===== src/rtl/spi_cmd_pkg.sv =====
package spi_cmd_pkg;
  localparam int ENTRY_W = 20;
  localparam int F_DATA  = 8;
  localparam int F_EXP   = 9;
  localparam int F_CSL   = 12;
  localparam int F_CSU   = 13;
  localparam int F_TX    = 16;
  localparam int F_RX    = 17;

  typedef enum logic [1:0] {XS_IDLE, XS_WAIT, XS_LOAD, XS_BIT} xstate_t;

  // Byte count of a data word: plain immediate, or 2^immediate with the exponent flag
  function automatic logic [31:0] entry_len(input logic [ENTRY_W-1:0] e);
    if (e[F_EXP]) return 32'd1 << e[7:0];
    return {24'd0, e[7:0]};
  endfunction

  // Terminal count of the half-period counter: half period is 1 << div cycles
  function automatic logic [6:0] half_lim(input logic [2:0] div);
    return (7'd1 << div) - 7'd1;
  endfunction
endpackage


===== src/rtl/spi_cmd_fifo.sv =====
module spi_cmd_fifo #(
  parameter int W     = 20,
  parameter int DEPTH = 8
) (
  input  logic         clk,
  input  logic         rst_n,
  input  logic         push,
  input  logic [W-1:0] din,
  input  logic         pop,
  output logic [W-1:0] dout,
  output logic         empty,
  output logic         full
);
  localparam int AW = (DEPTH > 1) ? $clog2(DEPTH) : 1;

  logic [W-1:0]  mem [DEPTH];
  logic [AW-1:0] wr_ptr, rd_ptr;
  logic [AW:0]   count;
  logic          do_push, do_pop;

  assign empty   = (count == '0);
  assign full    = (count == (AW+1)'(DEPTH));
  assign do_push = push && !full;
  assign do_pop  = pop && !empty;
  assign dout    = mem[rd_ptr];

  always_ff @(posedge clk) begin
    if (do_push) mem[wr_ptr] <= din;
  end

  always_ff @(posedge clk or negedge rst_n) begin
    if (!rst_n) begin
      wr_ptr <= '0;
      rd_ptr <= '0;
      count  <= '0;
    end else begin
      if (do_push) wr_ptr <= (wr_ptr == AW'(DEPTH-1)) ? '0 : wr_ptr + 1'b1;
      if (do_pop)  rd_ptr <= (rd_ptr == AW'(DEPTH-1)) ? '0 : rd_ptr + 1'b1;
      count <= count + (AW+1)'(do_push) - (AW+1)'(do_pop);
    end
  end

  // The reader only pops when a word is present
  assert_pop_nonempty_R12: assert property (@(posedge clk) disable iff (!rst_n)
    pop |-> !empty);
  // A push into a full FIFO leaves the occupancy unchanged when nothing pops
  assert_full_push_ignored_R12: assert property (@(posedge clk) disable iff (!rst_n)
    (push && full && !pop) |=> (count == $past(count)));
endmodule


===== src/rtl/spi_cmd_exec.sv =====
module spi_cmd_exec
  import spi_cmd_pkg::*;
#(
  parameter int LEN_W = 20
) (
  input  logic               clk,
  input  logic               rst_n,
  input  logic [ENTRY_W-1:0] cmd_entry,
  input  logic               cmd_avail,
  output logic               cmd_pop,
  input  logic [31:0]        tx_word,
  input  logic               tx_avail,
  output logic               tx_pop,
  input  logic [2:0]         clk_div,
  input  logic               cpol,
  input  logic               cpha,
  input  logic               miso,
  output logic               sclk,
  output logic               mosi,
  output logic               cs_lo_n,
  output logic               cs_up_n,
  output logic               rx_valid,
  output logic [7:0]         rx_byte
);
  xstate_t          st;
  logic [7:0]       e_imm;
  logic             e_data, e_tx, e_rx;
  logic             cs_lo, cs_up;
  logic [LEN_W-1:0] left;
  logic [31:0]      word;
  logic [1:0]       bsel;
  logic [7:0]       sh, rsh;
  logic [2:0]       bitc;
  logic             half;
  logic [6:0]       dcnt;
  logic [8:0]       hleft;

  // Named internal events
  logic tick_en, tick, need_word, load_go, byte_end;
  logic [7:0] next_byte;
  logic unused_fields;

  assign unused_fields = ^{cmd_entry[19:18], cmd_entry[15:14], cmd_entry[11:10]};

  assign tick_en   = (st == XS_WAIT) || (st == XS_BIT);
  assign tick      = tick_en && (dcnt == half_lim(clk_div));
  assign need_word = e_data && e_tx && (bsel == 2'd0);
  assign load_go   = (st == XS_LOAD) && (left != '0) && !(need_word && !tx_avail);
  assign byte_end  = (st == XS_BIT) && tick && half && (bitc == 3'd7);
  assign cmd_pop   = (st == XS_IDLE) && cmd_avail;
  assign tx_pop    = load_go && need_word;

  always_comb begin
    if (!e_data)           next_byte = e_imm;
    else if (!e_tx)        next_byte = 8'h00;
    else if (bsel == 2'd0) next_byte = tx_word[7:0];
    else                   next_byte = word[{bsel, 3'b000} +: 8];
  end

  assign sclk    = (st == XS_BIT) ? (cpol ^ cpha ^ half) : cpol;
  assign mosi    = sh[7];
  assign cs_lo_n = !cs_lo;
  assign cs_up_n = !cs_up;

  always_ff @(posedge clk or negedge rst_n) begin
    if (!rst_n)       dcnt <= '0;
    else if (!tick_en || tick) dcnt <= '0;
    else              dcnt <= dcnt + 7'd1;
  end

  always_ff @(posedge clk or negedge rst_n) begin
    if (!rst_n) begin
      st <= XS_IDLE; e_imm <= '0; e_data <= 1'b0; e_tx <= 1'b0; e_rx <= 1'b0;
      cs_lo <= 1'b0; cs_up <= 1'b0; left <= '0; word <= '0; bsel <= '0;
      sh <= '0; rsh <= '0; bitc <= '0; half <= 1'b0; hleft <= '0;
      rx_valid <= 1'b0; rx_byte <= '0;
    end else begin
      rx_valid <= 1'b0;
      case (st)
        XS_IDLE: if (cmd_avail) begin
          e_imm  <= cmd_entry[7:0];
          e_data <= cmd_entry[F_DATA];
          e_tx   <= cmd_entry[F_TX];
          e_rx   <= cmd_entry[F_RX];
          cs_lo  <= cmd_entry[F_CSL];
          cs_up  <= cmd_entry[F_CSU];
          bsel   <= '0;
          if (cmd_entry[F_DATA]) begin
            left <= LEN_W'(entry_len(cmd_entry));
            st   <= XS_LOAD;
          end else if (cmd_entry[F_TX]) begin
            left <= LEN_W'(1);
            st   <= XS_LOAD;
          end else begin
            hleft <= {cmd_entry[7:0], 1'b0};
            st    <= (cmd_entry[7:0] != 8'd0) ? XS_WAIT : XS_IDLE;
          end
        end
        XS_WAIT: if (tick) begin
          hleft <= hleft - 9'd1;
          if (hleft == 9'd1) st <= XS_IDLE;
        end
        XS_LOAD: begin
          if (left == '0) st <= XS_IDLE;
          else if (load_go) begin
            sh <= next_byte;
            if (need_word) word <= tx_word;
            if (e_data && e_tx) bsel <= bsel + 2'd1;
            bitc <= '0;
            half <= 1'b0;
            st   <= XS_BIT;
          end
        end
        XS_BIT: if (tick) begin
          if (!half) begin
            half <= 1'b1;
            rsh  <= {rsh[6:0], miso};
          end else begin
            half <= 1'b0;
            sh   <= {sh[6:0], 1'b0};
            bitc <= bitc + 3'd1;
            if (bitc == 3'd7) begin
              left     <= left - LEN_W'(1);
              rx_valid <= e_data && e_rx;
              rx_byte  <= rsh;
              st       <= XS_LOAD;
            end
          end
        end
        default: st <= XS_IDLE;
      endcase
    end
  end

  // Selects move only when a word is popped
  assert_cs_hold_R11: assert property (@(posedge clk) disable iff (!rst_n)
    !cmd_pop |=> $stable({cs_lo_n, cs_up_n}));
  // A hold word produces no SCLK edge
  assert_hold_no_edge_R2: assert property (@(posedge clk) disable iff (!rst_n)
    (st == XS_WAIT && $past(st) == XS_WAIT) |-> $stable(sclk));
  // A zero-length word returns to idle with SCLK at rest
  assert_zero_len_R6: assert property (@(posedge clk) disable iff (!rst_n)
    (st == XS_LOAD && left == '0) |=> (st == XS_IDLE && sclk == cpol));
  // A TX word pop starts a new group of four bytes
  assert_tx_pop_group_R7: assert property (@(posedge clk) disable iff (!rst_n)
    tx_pop |=> (bsel == 2'd1));
  // Received bytes appear only as a byte ends
  assert_rx_at_byte_end_R8: assert property (@(posedge clk) disable iff (!rst_n)
    rx_valid |-> ($past(st) == XS_BIT && st == XS_LOAD));
  // SCLK rests at cpol outside a byte
  assert_sclk_idle_R9: assert property (@(posedge clk) disable iff (!rst_n)
    (st == XS_IDLE || st == XS_WAIT) |-> (sclk == cpol));
endmodule


===== src/rtl/spi_cmd_engine.sv =====
module spi_cmd_engine
  import spi_cmd_pkg::*;
#(
  parameter int CMD_DEPTH = 8,
  parameter int TX_DEPTH  = 8,
  parameter int LEN_W     = 20
) (
  input  logic               clk,
  input  logic               rst_n,
  input  logic               cmd_push,
  input  logic [ENTRY_W-1:0] cmd_word,
  output logic               cmd_empty,
  input  logic               tx_push,
  input  logic [31:0]        tx_word,
  output logic               tx_not_full,
  input  logic [2:0]         clk_div,
  input  logic               cpol,
  input  logic               cpha,
  output logic               sclk,
  output logic               mosi,
  output logic               cs_lo_n,
  output logic               cs_up_n,
  input  logic               miso,
  output logic               rx_valid,
  output logic [7:0]         rx_byte
);
  logic [ENTRY_W-1:0] cmd_head;
  logic [31:0]        tx_head;
  logic cmd_pop, tx_pop, cmd_full, tx_empty, tx_full;

  spi_cmd_fifo #(.W(ENTRY_W), .DEPTH(CMD_DEPTH)) u_cmdq (
    .clk(clk), .rst_n(rst_n), .push(cmd_push), .din(cmd_word),
    .pop(cmd_pop), .dout(cmd_head), .empty(cmd_empty), .full(cmd_full));

  spi_cmd_fifo #(.W(32), .DEPTH(TX_DEPTH)) u_txq (
    .clk(clk), .rst_n(rst_n), .push(tx_push), .din(tx_word),
    .pop(tx_pop), .dout(tx_head), .empty(tx_empty), .full(tx_full));

  assign tx_not_full = !tx_full;

  spi_cmd_exec #(.LEN_W(LEN_W)) u_exec (
    .clk(clk), .rst_n(rst_n),
    .cmd_entry(cmd_head), .cmd_avail(!cmd_empty), .cmd_pop(cmd_pop),
    .tx_word(tx_head), .tx_avail(!tx_empty), .tx_pop(tx_pop),
    .clk_div(clk_div), .cpol(cpol), .cpha(cpha), .miso(miso),
    .sclk(sclk), .mosi(mosi), .cs_lo_n(cs_lo_n), .cs_up_n(cs_up_n),
    .rx_valid(rx_valid), .rx_byte(rx_byte));

  // The command queue never reports full and empty together
  assert_cmdq_flags_R12: assert property (@(posedge clk) disable iff (!rst_n)
    !(cmd_full && cmd_empty));
endmodule


===== config.mk =====
export PLATFORM = sky130hd
export DESIGN_NAME = spi_cmd_engine
export DESIGN_NICKNAME = d
export VERILOG_FILES = /design/src/rtl/spi_cmd_pkg.sv /design/src/rtl/spi_cmd_fifo.sv /design/src/rtl/spi_cmd_exec.sv /design/src/rtl/spi_cmd_engine.sv
export SDC_FILE = /design/constraint.sdc
export NUM_CORES = 1
export LEC_CHECK = 0
export CORE_MARGIN = 2
export CORE_UTILIZATION = 42
export DETAILED_ROUTE_END_ITERATION = 10
export GPL_TIMING_DRIVEN = 0
export MAX_ROUTING_LAYER = met4
export PLACE_DENSITY_LB_ADDON = 0.3
export SLEW_MARGIN = 20
export SYNTH_ARGS = -nofsm -noshare
export SYNTH_HDL_FRONTEND = slang
export SYNTH_SLANG_ARGS = --single-unit

===== constraint.sdc =====
create_clock -name clk -period 6.26 [get_ports clk]
set_input_delay 1.252 -clock clk [delete_from_list [all_inputs] [get_ports clk]]
set_output_delay 1.252 -clock clk [all_outputs]
set_load 0.05 [all_outputs]

==> summary.md, run 1 <==
| Metric | Value |
|---|---|
| Antenna viol nets, final | 0 |
| Tot GR Track Use | 0.188 |
| Main synth FF type | edfxtp_1 |
| Post-synth cell types | 79 |
| Avg Vias per Cell | 5.53 |
| Async S/R FF share, synth | 0.267 |
| CP Launch Type | flop |
| Top cell by count, worst path | clkbuf_1 |
| Max Fanout on Critical Path | 10 |
| Die X | 230 um |
| First-pass DRT Iterations | 5 |
| Max Clock Skew | roughly 16 ps |
| Postcts setup bufs | 0 |
| Core Rows | 82 |
| RSZ-0062 raised after global routing | no |
| Fill cells | roughly 4200 |
| YS warnings | 0 |
| DIE AREA | 52800 sq um |
| Final hold slack | just under 500 ps |
| Most crowded layer after global routing | met2 |
| Grt ovf | 0 |
| #FFs+latches synth | 502 |
| Worst path max stage delay | 810 ps |
| Syn Std Cell Area | 21400 sq um |
| Fmax | 199 MHz |
| Chip Height | ~230 um |
| Final wirelength | 47.6 mm |
| Final Cycle Share | 0.804 |
| Top-count cell post-synth | edfxtp_1 |
| DR WL/cell | 21.1 um |
| Area contributors post-synth | edfxtp_1, dfrtp_1, mux4_2 |
| Power per cell area | roughly 340 nW/um^2 |
| Final core occ | 0.501 |
| Post-DP HPWL | 33.3 mm |
| Setup violators final | 0 |
| Drt initial violations | 942 |
| Critical path type | reg -> out |
| First-pass GRT wire length | 74.6 mm |
| Initial antenna violation count | 1 |
| Area Growth Syn to Fin | 17.5% |
| Skew-Pair Late Insertion Delay | 600 ps |
| Max_cap viols | 0 |
| Cts repair resizes | 0 |
| Syn Nets | 1471 |
| Final GP Congestion | 0.904 |
| Critical-path top delay cell | clkdlybuf4s50_1 |
| Grt met2 use | 0.292 |
| Hold Vio Cnt, Final | 0 |
| RR Startpoint | u_exec.left[0]$_DFFE_PN0P_ |
| Port Buffers | between 60 and 70 |
| VDD IR-drop max | 0.242 mV |
| Clock Tree Buf Depth | 3 |
| Pin count of the biggest net entering global routing | 87 |
| Syn Area/Cell | 15.5 sq um |
| Synth area leader | edfxtp_1 |
| Nets | 1633 |
| Register area share after synthesis | 0.673 |
| H-tree depth | 2 |
| Met3 Use GR | 0.0330 |
| Post-Syn Instances | ~1400 |
| Via count | 12500 |
| Vias in the first global route | between 10000 and 15000 |
| Worst setup path start | u_exec.st[0]$_DFFE_PN0P_ |
| Worst Max-Slew Pin Slew | 979 ps |
| CTS hold repair buffers | 0 |
| Met1 Track Usage GR | 0.259 |
| Ports | 77 |
| Clock sinks | 502 |
| Num CTS Buffers | 53 |
| Post-synth EDFFs | 368 |
| Post-synth top area share | 0.516 |
| Req. time, crit path | 5010 ps |
| Outcome | completed |
| Residual DRC | 0 |
| Area of the core | roughly 50000 sq um |
| Top post-synthesis cells by count | edfxtp_1, dfrtp_1, nand2_1 |
| Hold Startpoint | u_exec.sh[6]$_DFFE_PN0P_ |
| Layout cell share with drive strength beyond 1 | 0.199 |
| Final min period | between 5000 and 6000 ps |
| Cell chain of the critical path | clkbuf_1, and2_1, clkbuf_1, clkbuf_1, nand2_1, xnor2_1, clkdlybuf4s50_1 |
| Pins Over Slew Limit | 0 |
| Worst min path class | reg -> reg |
| Pleak | 8.86 nW |
| Initial core utilization | 0.426 |
| Worst Setup End Kind | output port |
| CTS tree | yes |
| Worst-path clk slew | about 60 ps |
| Slew margin rel. | 0.341 |
| Worst EP arrival | 3780 ps |
| Root Driver | clkbuf_16 |
-- report_power, final --
group / leakage, nW / switching, mW / internal [mW]
Clock: 0.847 / 1.30 / 1.79
Combinational: 2.87 / 0.708 / 0.453
Sequential: 5.14 / 0.166 / 4.02
Total: 8.86 / 2.18 / 6.27
-- routing by layer --
layer	routed length, um	share of wire
met3	2650	0.056
met4	998	0.021
met5	0	0
met2	22700	0.48
met1	21200	0.45
-- flip-flops by register name, indices dropped and copies added (netlist names), 2 cells and up --
signal / count
u_cmdq.count: 4
u_cmdq.mem: 112
u_cmdq.rd_ptr: 3
u_cmdq.wr_ptr: 3
u_exec.bitc: 3
u_exec.bsel: 2
u_exec.dcnt: 7
u_exec.e_imm: 8
u_exec.hleft: 9
u_exec.left: 20
u_exec.rsh: 8
u_exec.rx_byte: 8
u_exec.sh: 8
u_exec.st: 2
u_exec.word: 32
u_txq.count: 4
u_txq.mem: 256
u_txq.rd_ptr: 3
u_txq.wr_ptr: 3
-- cell type report --
| cell class | count | area, sq um | area share |
|---|---|---|---|
| repair buffers | 107 | 1080 | 0.0431 |
| clock buffers | 64 | 1430 | 0.0568 |
| multi-input cells | 765 | 6580 | 0.262 |
| well taps | 672 | 841 | 0.0334 |
| inverters | 45 | 169 | 0.00671 |
| plain buffers | 67 | 345 | 0.0137 |
| clock inverters | 36 | 304 | 0.0121 |
| diodes | 2 | 5.00 | 0.000199 |
| flip-flops and latches | 502 | 14400 | 0.572 |
-- worst max-delay path: cells and delay by family (launching register included) --
family	cells	cell delay, ps
XOR/XNOR	1	160
buffers and inverters	4	2270
flip-flops	1	360
AND/OR/NAND/NOR	2	390
-- through the flow --
stage	worst slack [ps]	cells	TNS, ps	power, mW	cell area [sq um]
after CTS	1280	2258	0	8.54	25200
final	1230	2260	0	8.45	25200
after detailed placement	1440	2158	0	5.44	23400
after global placement	-2530	2120	-430360	5.30	22900
after floorplan	1230	1379	0	4.91	21400
after global routing	997	2259	0	8.81	25200
-- cells in the final DEF, fill, tap and decap left out, types with 8 or more instances in the layout --
cell	count
clkinv_2	14
clkbuf_1	33
xnor2_1	12
nand2b_1	13
nand3_1	19
buf_4	25
a221oi_1	8
mux2_2	22
inv_1	44
mux2i_1	48
nor2_1	57
nor3_1	21
a21oi_1	36
and2_1	8
buf_6	11
nand2_1	125
dfrtp_1	134
clkbuf_16	55
edfxtp_1	368
nor2b_1	13
ha_1	28
clkinv_1	13
clkdlybuf4s50_1	68
mux4_2	92
nor3_2	9
buf_2	31
o31ai_1	11
o21ai_0	103
-- final timing paths --
check | slack [ps] | end | cells after the start
max | 1230 | sclk | 7
min | 480 | u_exec.sh[6]$_DFFE_PN0P_ | 2
max reg2reg | 2300 | u_txq.count[2]$_DFF_PN0_ | 15
min reg2reg | 480 | u_exec.sh[6]$_DFFE_PN0P_ | 2
max in group asynchronous | 4930 | u_exec.word[11]$_DFFE_PN0P_ | 2
min in group asynchronous | 540 | u_exec.hleft[1]$_DFFE_PN0P_ | 1
-- cell families (layout without fill, tap and decap cells) --
family,after synthesis,after routing,share of synthesized area
adder cells (fa/ha/maj),30,30,0.0182
flip-flops,502,502,0.673
other,0,2,0
XOR/XNOR,17,17,0.00695
AND/OR/NAND/NOR,317,317,0.0727
buffers and inverters,112,319,0.0240
AO/OA/AOI/OAI,234,234,0.0692
multiplexers,167,167,0.136
(Power assumes the default switching activity.)
==> inputs of run 2 (changes only) <==
==> constraint.sdc (replaced) <==
create_clock -name clk -period 5.11 [get_ports clk]
set_input_delay 1.022 -clock clk [delete_from_list [all_inputs] [get_ports clk]]
set_output_delay 1.022 -clock clk [all_outputs]
set_load 0.05 [all_outputs]
==> results of run 2 <==
The final DEF is identical to that of run 1. Status: completed.
Main changes from that run: setup slack after placement 1440 ps -> 522 ps; setup slack after layout 1230 ps -> 308 ps; hold slack 482 ps -> 313 ps; register-to-register setup slack 2300 ps -> 1150 ps; total power 8.45 mW -> 10.4 mW; worst IR drop on VDD 0.242 mV -> 0.297 mV
